File: config.mk
export PLATFORM = sky130hd
export DESIGN_NAME = freq_governor
export DESIGN_NICKNAME = d
export VERILOG_FILES = /design/src/rtl/gov_pkg.sv /design/src/rtl/gov_target.sv /design/src/rtl/gov_onehot.sv /design/src/rtl/gov_fsm.sv /design/src/rtl/freq_governor.sv
export SDC_FILE = /design/constraint.sdc
export NUM_CORES = 1
export LEC_CHECK = 0
export BUFFER_PORTS_ARGS = -buffer_cell sky130_fd_sc_hd__buf_2
export CAP_MARGIN = 20
export CORE_UTILIZATION = 40
export DETAILED_ROUTE_END_ITERATION = 12
export PLACE_DENSITY = 0.67
export SLEW_MARGIN = 20
export SYNTH_ARGS = -nofsm -noshare
export SYNTH_HDL_FRONTEND = slang
export SYNTH_SLANG_ARGS = --single-unit
File: constraint.sdc
create_clock -name clk -period 2.2 [get_ports clk]
set_input_delay 0.33 -clock clk [delete_from_list [all_inputs] [get_ports clk]]
set_output_delay 0.33 -clock clk [all_outputs]
set_load 0.005 [all_outputs]
File: src/rtl/gov_pkg.sv
package gov_pkg;
    typedef enum logic [0:0] {
        ST_HOLD = 1'b0,
        ST_RAMP = 1'b1
    } gov_state_t;

    localparam int BUS_LVLS = 4;
    localparam int BUS_W    = $clog2(BUS_LVLS);
    localparam int NOM_TOP  = 4;
    localparam int BUS_HI   = 3;
    localparam int BUS_MID  = 2;
    localparam int BUS_IDLE = 0;
endpackage

File: src/rtl/gov_target.sv
module gov_target
    import gov_pkg::*;
#(
    parameter int NCORE = 6,
    parameter int LW    = $clog2(NCORE)
) (
    input  logic [LW-1:0]    req,
    input  logic             headroom,
    input  logic             burst_en,
    input  logic [BUS_W-1:0] floor_lvl,
    output logic [LW-1:0]    tgt_core,
    output logic [BUS_W-1:0] tgt_bus
);
    localparam logic [LW-1:0] TOP = LW'(NCORE - 1);
    localparam logic [LW-1:0] NOM = LW'(NOM_TOP);

    logic [LW-1:0]    lim;
    logic [BUS_W-1:0] band;

    always_comb begin
        lim = (req > TOP) ? TOP : req;
        if (lim > NOM && !(headroom && burst_en)) begin
            lim = NOM;
        end
        if (lim > NOM) begin
            band = BUS_W'(BUS_HI);
        end else if (lim != '0) begin
            band = BUS_W'(BUS_MID);
        end else begin
            band = BUS_W'(BUS_IDLE);
        end
        tgt_core = lim;
        tgt_bus  = (floor_lvl > band) ? floor_lvl : band;
    end
endmodule

File: src/rtl/gov_onehot.sv
module gov_onehot #(
    parameter int N = 6,
    parameter int W = $clog2(N)
) (
    input  logic [W-1:0] idx,
    output logic [N-1:0] vec
);
    for (genvar i = 0; i < N; i++) begin : g_bit
        assign vec[i] = (idx == W'(i));
    end
endmodule

File: src/rtl/gov_fsm.sv
module gov_fsm
    import gov_pkg::*;
#(
    parameter int NCORE = 6,
    parameter int LW    = $clog2(NCORE)
) (
    input  logic             clk,
    input  logic             rst_n,
    input  logic [LW-1:0]    tgt_core,
    input  logic [BUS_W-1:0] tgt_bus,
    input  logic             volt_ok,
    output logic [LW-1:0]    cur_core,
    output logic [BUS_W-1:0] cur_bus,
    output logic             chg_stb,
    output logic             volt_req
);
    gov_state_t state_q, state_d;
    logic       do_apply;
    logic       rise;
    logic       differ;

    assign rise   = tgt_core > cur_core;
    assign differ = (tgt_core != cur_core) || (tgt_bus != cur_bus);

    always_comb begin
        state_d  = ST_HOLD;
        do_apply = 1'b0;
        unique case (state_q)
            ST_HOLD: begin
                if (rise) begin
                    state_d = ST_RAMP;
                end else if (differ) begin
                    do_apply = 1'b1;
                end
            end
            ST_RAMP: begin
                if (rise) begin
                    if (volt_ok) begin
                        do_apply = 1'b1;
                    end else begin
                        state_d = ST_RAMP;
                    end
                end else if (differ) begin
                    do_apply = 1'b1;
                end
            end
            default: state_d = ST_HOLD;
        endcase
    end

    always_ff @(posedge clk) begin
        if (!rst_n) begin
            state_q <= ST_HOLD;
        end else begin
            state_q <= state_d;
        end
    end

    always_ff @(posedge clk) begin
        if (!rst_n) begin
            cur_core <= '0;
            cur_bus  <= '0;
            chg_stb  <= 1'b0;
            volt_req <= 1'b0;
        end else begin
            if (do_apply) begin
                cur_core <= tgt_core;
                cur_bus  <= tgt_bus;
            end
            chg_stb  <= do_apply;
            volt_req <= (state_d == ST_RAMP);
        end
    end

    // a rise of the core level only lands after a granted voltage request
    assert_rise_after_ready_R7: assert property (@(posedge clk) disable iff (!rst_n)
        (chg_stb && cur_core > $past(cur_core)) |-> $past(volt_req && volt_ok));

    // strobe marks a real change of selection
    assert_strobe_on_change_R9: assert property (@(posedge clk) disable iff (!rst_n)
        chg_stb |-> (cur_core != $past(cur_core) || cur_bus != $past(cur_bus)));

    // no silent change of selection
    assert_change_has_strobe_R9: assert property (@(posedge clk) disable iff (!rst_n)
        (cur_core != $past(cur_core) || cur_bus != $past(cur_bus)) |-> chg_stb);

    // falls never need the voltage handshake
    assert_fall_no_wait_R8: assert property (@(posedge clk) disable iff (!rst_n)
        (cur_core < $past(cur_core)) |-> !$past(volt_req && volt_ok && tgt_core > cur_core));
endmodule

File: src/rtl/freq_governor.sv
module freq_governor
    import gov_pkg::*;
#(
    parameter bit TABLET = 1'b0
) (
    input  logic                         clk,
    input  logic                         rst_n,
    input  logic [2:0]                   perf_req,
    input  logic                         thermal_ok,
    input  logic                         burst_allow,
    input  logic [1:0]                   bus_floor,
    input  logic                         volt_ok,
    output logic                         volt_req,
    output logic [(TABLET ? 7 : 6)-1:0]  core_sel,
    output logic [3:0]                   bus_sel,
    output logic                         sel_strobe
);
    localparam int NCORE = TABLET ? 7 : 6;
    localparam int LW    = $clog2(NCORE);

    logic [LW-1:0]    tgt_core;
    logic [BUS_W-1:0] tgt_bus;
    logic [LW-1:0]    cur_core;
    logic [BUS_W-1:0] cur_bus;

    gov_target #(.NCORE(NCORE), .LW(LW)) u_target (
        .req       (perf_req),
        .headroom  (thermal_ok),
        .burst_en  (burst_allow),
        .floor_lvl (bus_floor),
        .tgt_core  (tgt_core),
        .tgt_bus   (tgt_bus)
    );

    gov_fsm #(.NCORE(NCORE), .LW(LW)) u_fsm (
        .clk      (clk),
        .rst_n    (rst_n),
        .tgt_core (tgt_core),
        .tgt_bus  (tgt_bus),
        .volt_ok  (volt_ok),
        .cur_core (cur_core),
        .cur_bus  (cur_bus),
        .chg_stb  (sel_strobe),
        .volt_req (volt_req)
    );

    gov_onehot #(.N(NCORE), .W(LW)) u_core_oh (.idx(cur_core), .vec(core_sel));
    gov_onehot #(.N(BUS_LVLS), .W(BUS_W)) u_bus_oh (.idx(cur_bus), .vec(bus_sel));

    // a burst level is only held after headroom and permission were both seen
    assert_burst_gated_R3: assert property (@(posedge clk) disable iff (!rst_n)
        (cur_core > LW'(NOM_TOP)) |-> $past(thermal_ok && burst_allow));

    // every applied selection honours the software bus minimum
    assert_bus_floor_R6: assert property (@(posedge clk) disable iff (!rst_n)
        sel_strobe |-> (cur_bus >= $past(bus_floor)));

    // one-hot encodings
    assert_onehot_R10: assert property (@(posedge clk) disable iff (!rst_n)
        ($countones(core_sel) == 1) && ($countones(bus_sel) == 1));
endmodule

Word level (Yosys, flattened, before mapping):

Index checks and enable logic that the tools add are counted.

* logic and storage cells: 41
* output and inout port bits: 12
* flip-flop bits (word level): 7

* bitwise operators: 1
* mux-type cells: 14
* reductions and logical operators: 7
* order comparisons: 5
* equality and inequality tests: 10

Operators by type and width (number)
* $gt A3 B3 Y1 const B: 3
* $mux W1: 7
* $eq A3 B2 Y1 const B: 2
* $eq A3 B3 Y1 const B: 2
* $mux W2: 3
* $mux W3: 2
* $eq A2 B2 Y1 const B: 2
* $pmux W1 S2: 2
* $eq A3 B1 Y1 const B: 1
* $gt A3 B3 Y1: 1
* $logic_not A3 Y1: 1
* $ne A3 B3 Y1: 1
* $reduce_bool A3 Y1: 1
* $eq A2 B1 Y1 const B: 1
* $gt A2 B2 Y1: 1
* $logic_and A1 B1 Y1: 2
* $logic_not A2 Y1: 1
* $ne A2 B2 Y1: 1
* $logic_not A1 Y1: 1
* $logic_or A1 B1 Y1: 1
* $not A1 Y1: 1

Depth between registers and ports, before layout:

* depth in word-level cells: 15
* gate-level depth with buffers: 9

By module:

From an unflattened synthesis, not the netlist that was laid out.

* cell total of the unflattened synthesis: 67
* area total of the unflattened synthesis: 593.1 µm²

By module, submodules not included
* gov_fsm: times used 1, cells an instance 37, area an instance 370.4 µm², sequential area each 140.1 µm²
* gov_target: times used 1, cells an instance 20, area an instance 148.9 µm², sequential area each 0.0 µm²
* gov_onehot (u_core_oh): times used 1, cells an instance 6, area an instance 47.5 µm², sequential area each 0.0 µm²
* gov_onehot (u_bus_oh): times used 1, cells an instance 4, area an instance 26.3 µm², sequential area each 0.0 µm²

Worst setup path after synthesis:

OpenSTA, ideal clock, no wires.

* path type: input to register
* from: input port perf_req[0]
* to: register u_fsm.cur_core[1]
* path buffers: 0
* stages: 7
* data arrival time: 1904 ps
* setup slack: 214 ps
* cell sequence: nor3_1 ha_1 nand2b_1 a31oi_1 a211oi_4 or3_1 o2111ai_1

* longest elaborated chain between the ends: 15

Ends and longest elaborated chain
* from (decl): line freq_governor.sv:8 `input logic [2:0] perf_req,`
* $gt A3 B3 Y1: line gov_target.sv:21 `lim = (req > TOP) ? TOP : req;`
* $mux W3 (*): line gov_target.sv:21
* $gt A3 B3 Y1: line gov_target.sv:22 `if (lim > NOM && !(headroom && burst_en)) begin`
* $logic_and A1 B1 Y1: line gov_target.sv:22
* $mux W3 (*): line gov_target.sv:22
* branches (longest 10 deep; another with $gt A3 B3 Y1)
* to (signal assigned): line gov_fsm.sv:67 `cur_core <= tgt_core;`
* to (decl): line gov_fsm.sv:12 `output logic [LW-1:0] cur_core,`

Mark *: on every way between the ends.
A chain may end at the register's enable or synchronous reset.

Worst setup path after layout:

Ends and elaborated chain as after synthesis.

==> out/qor.log <==
qor: status.run_status completed
qor: worst_setup_path.ff_to_ff_end u_fsm.cur_core[0]$_SDFFE_PN0P_
qor: timing.timing.final.crit_period 2.04 ns
qor: timing.final_max_slew_viol_count 0
qor: clock_network.clk_pin_slew_worst_paths 0.06 ns
qor: yosys.synth_top_cells_by_area dfxtp_1 23%, ha_1 12%, inv_1 4.3%, nand4_1 4.1%, a211oi_4 3.3%
qor: global_route.first_global_vias 494
qor: yosys.ys_types 32
qor: timing.worst_slew_slack_as_a_fraction_of_its_limit 0.790
qor: yosys.seq_area_frac_synth 0.230
qor: clock_network.clock_insertion_delay_worst_skew 0.25 ns
qor: worst_setup_path.rrSetupSlack 0.49 ns
qor: detailed_routing.wirelength 1220 um
qor: die.die_area 1680 sq um
qor: final_layout.design.final.nets 115
qor: die.io_pins 22
qor: worst_setup_path.reg2regPathDepth 8
qor: timing.timing.clock.skew 0.00868 ns
qor: placed_design.post-place-cells 109
qor: hold_path.min_delay_worst_endpoint u_fsm.cur_bus[0]$_SDFFE_PN0P_
qor: hold_path.worstHoldPathCells 3
qor: yosys.netlist_instances 73
qor: final_layout.finalNonFillerCells 113
qor: placed_design.place.detailed.hpwl 971 um
qor: detailed_routing.final_antenna_net_count 0
qor: global_route.largest_net_degree_at_the_start_of_global_routing 14
qor: hold_path.holdCritStartpoint bus_floor[0]
qor: yosys.syn_area_per_cell 8.35 sq um
qor: power.combinationalPowerShare 0.551
qor: worst_setup_path.crit_required 2.36 ns
qor: worst_setup_path.cp_max_fo 6
qor: global_route.grt-ovfl-total 0
qor: placed_design.portBuffers 21
qor: detailed_routing.first_pass_iters 2
qor: die.core_area 1370 sq um
qor: power.report.power.total 0.811 mW
qor: timing.rsz0062_at_grt no
qor: worst_setup_path.cp_cell_sequence buf_2 > nor3_1 > ha_1 > nand2b_1 > a211oi_2 > a211oi_4 > or3_1 > o2111ai_1
qor: clock_network.cts-hold-fix-buffers 0
qor: detailed_routing.drt_first_iter_violations 9
qor: power.pwr-share-clk 0.144
qor: timing.final.period_utilization 0.928
qor: power.power_switching_share 0.416
qor: worst_setup_path.category_of_the_worst_setup_path_capture_point flop
qor: yosys.synth_top_area_frac 0.230
qor: worst_setup_path.crit_path_max_incr_delay 0.37 ns
qor: worst_setup_path.cell_type_of_the_slowest_stage_on_the_worst_timing_path or3_1
qor: die.start_util 0.446
qor: detailed_routing.via_count 607
qor: timing.setup_viol 0
qor: hold_path.timing.hold.worst.class input pin to flop
qor: detailed_routing.viasPerCell 5.37
qor: clock_network.post_cts_buffers 0
qor: clock_network.htreeDepth 1
qor: die.die_w 41.0 um
qor: clock_network.numClockSinks 7
qor: clock_network.clockBufferDepth 2
qor: yosys.synthesis.area 609 sq um
qor: yosys.yosysWarnings 0
qor: clock_network.clockRootBuffer clkbuf_4
qor: power.power_switching 0.337 mW
qor: yosys.synth.ff_latch_count 7
qor: global_route.grt_first_pass_wirelength 2040 um
qor: detailed_routing.post_drt_wl_per_cell 10.8 um
qor: power.power.density_cell_area 1050 nW/um^2
qor: timing.fin_hold_ws 0.388 ns
qor: worst_setup_path.critical_path.top_delay_family simple AND/OR/NAND/NOR gates
qor: clock_network.cts.repair.resized 0
qor: timing.timing.final.ws_setup 0.158 ns
qor: power.leakage 0.378 nW
qor: flow_run.timing.max_cap.violations 0
qor: clock_network.numCtsBuffers 3
qor: timing.fmax 490 MHz
qor: global_route.grt_antenna_before_repair 0
qor: final_layout.area.growth.synth_to_final 26.9%
qor: power.power.internal 0.474 mW
qor: clock_network.tritoncts_clock_tree done
qor: yosys.synth_largest_area_cell dfxtp_1
qor: final_layout.design_area 773 sq um
qor: detailed_routing.drt_drc_violations_left 0
qor: placed_design.preCtsSetupSlack -0.0901 ns
qor: placed_design.gp_congestion 0.745
qor: die.num_rows 13
qor: worst_setup_path.criticalPathCategory input pin to flop
qor: final_layout.insertedDiodeCount 0
qor: worst_setup_path.setup.worst_path.start_class input pin
qor: power.ir_drop 0.000585 V
qor: timing.timing.setup.tns 0 ns
qor: worst_setup_path.worst-path-buf-inv 1
qor: worst_setup_path.worstPathArrival 2.20 ns
qor: final_layout.layout_cell_share_with_drive_strength_beyond_1 0.367
qor: yosys.syn_nets 89
qor: final_layout.final_util 0.566
qor: placed_design.place_area 739 sq um
qor: timing.tightestPinTransition 0.312 ns
qor: timing.hold_violations 0
qor: die.die_h 41.0 um
qor: worst_setup_path.worstReg2RegStart u_fsm.cur_core[1]$_SDFFE_PN0P_
qor: global_route.global_route.usage.total 0.187
qor: power.seqPwrFrac 0.305
how the worst max path moves through the flow:
| stage | slack (ns) | startpoint | cells past startpoint | to |
|---|---|---|---|---|
| after floorplan | 0.21 | perf_req[0] | 7 | u_fsm.cur_core[1]$_SDFFE_PN0P_ |
| after global placement | 0.01 | perf_req[0] | 8 | u_fsm.cur_core[1]$_SDFFE_PN0P_ |
| after detailed placement | -0.09 | perf_req[0] | 8 | u_fsm.cur_core[1]$_SDFFE_PN0P_ |
| after CTS | 0.15 | perf_req[0] | 8 | u_fsm.cur_core[1]$_SDFFE_PN0P_ |
| after global routing | 0.003 | perf_req[0] | 8 | u_fsm.cur_core[1]$_SDFFE_PN0P_ |
| final | 0.16 | perf_req[0] | 8 | u_fsm.cur_core[1]$_SDFFE_PN0P_ |
per-layer routing:
| layer | share of wire | track usage | up-vias |
|---|---|---|---|
| met4 | 0 | 0 | 0 |
| met3 | 0.060 | 0.0978 | 0 |
| met1 | 0.50 | 0.220 | 270 |
| met2 | 0.44 | 0.316 | 16 |
| li1 | - | - | 321 |
| met5 | 0 | 0 | - |
registers in the layout (all words and copies together) (netlist names):
signal and count:
u_fsm.volt_req 1, u_fsm.chg_stb 1, u_fsm.cur_bus 2, u_fsm.cur_core 3
cell type report:
cell class	count	area, sq um
fillers	148	593
multi-input cells	56	433
flip-flops and latches	7	140
repair buffers	24	128
inverters	7	26.3
clock buffers	3	22.5
well taps	15	18.8
clock inverters	1	5.00
placed cells by master, fill, tap and decap left out, drive strengths merged, types with 2 or more instances in the layout:
cell | netlist | routed
clkbuf | 2 | 3
and2 | 2 | 2
or3 | 2 | 2
nor2 | 4 | 4
inv | 7 | 7
dfxtp | 7 | 7
a211oi | 3 | 3
ha | 6 | 6
o2111ai | 2 | 2
nand3 | 3 | 3
nor3 | 4 | 4
o21a | 2 | 2
o21ai | 2 | 2
buf | 0 | 24
a31oi | 2 | 2
o211ai | 2 | 2
nand2 | 3 | 3
nand4 | 4 | 4
nor2b | 3 | 3
and3 | 3 | 3
cell families after synthesis:
logic type	after synthesis	share of synthesized area
AO/OA/AOI/OAI	18	0.279
XOR/XNOR	1	0.0144
adder cells (fa/ha/maj)	6	0.123
buffers and inverters	10	0.0698
flip-flops	7	0.230
AND/OR/NAND/NOR	31	0.283
worst register-to-register path: stages (launching register included):
cell      delay [ns]
dfxtp_1         0.38
inv_1           0.10
ha_1            0.29
nor2b_1         0.13
o21a_1          0.17
o211ai_2        0.13
buf_4           0.19
o211ai_1        0.10
o211a_1         0.13
power groups by stage:
| stage | registers [mW] | logic [mW] | clock network, mW |
|---|---|---|---|
| after detailed placement | 0.249 | 0.449 | 0 |
| after CTS | 0.247 | 0.450 | 0.121 |
| final | 0.247 | 0.447 | 0.117 |
| after floorplan | 0.233 | 0.305 | 0 |
| after global placement | 0.246 | 0.441 | 0 |
| after global routing | 0.258 | 0.521 | 0.128 |
Yosys cell counts (all sizes together):
master / count
o211ai: 2
inv: 7
and2b: 1
nor2: 4
nor3: 4
nand4: 4
a21bo: 1
o2111ai: 2
and2: 2
or3: 2
and4: 1
a21oi: 1
o21ai: 2
nand2b: 1
dfxtp: 7
and3: 3
nand2: 3
o2111a: 1
o21bai: 1
o21a: 2
clkbuf: 2
xnor2: 1
o211a: 1
a211oi: 3
dlygate4sd1: 1
ha: 6
nor2b: 3
nand3: 3
a31oi: 2
Power figures use the tool's default switching activity.
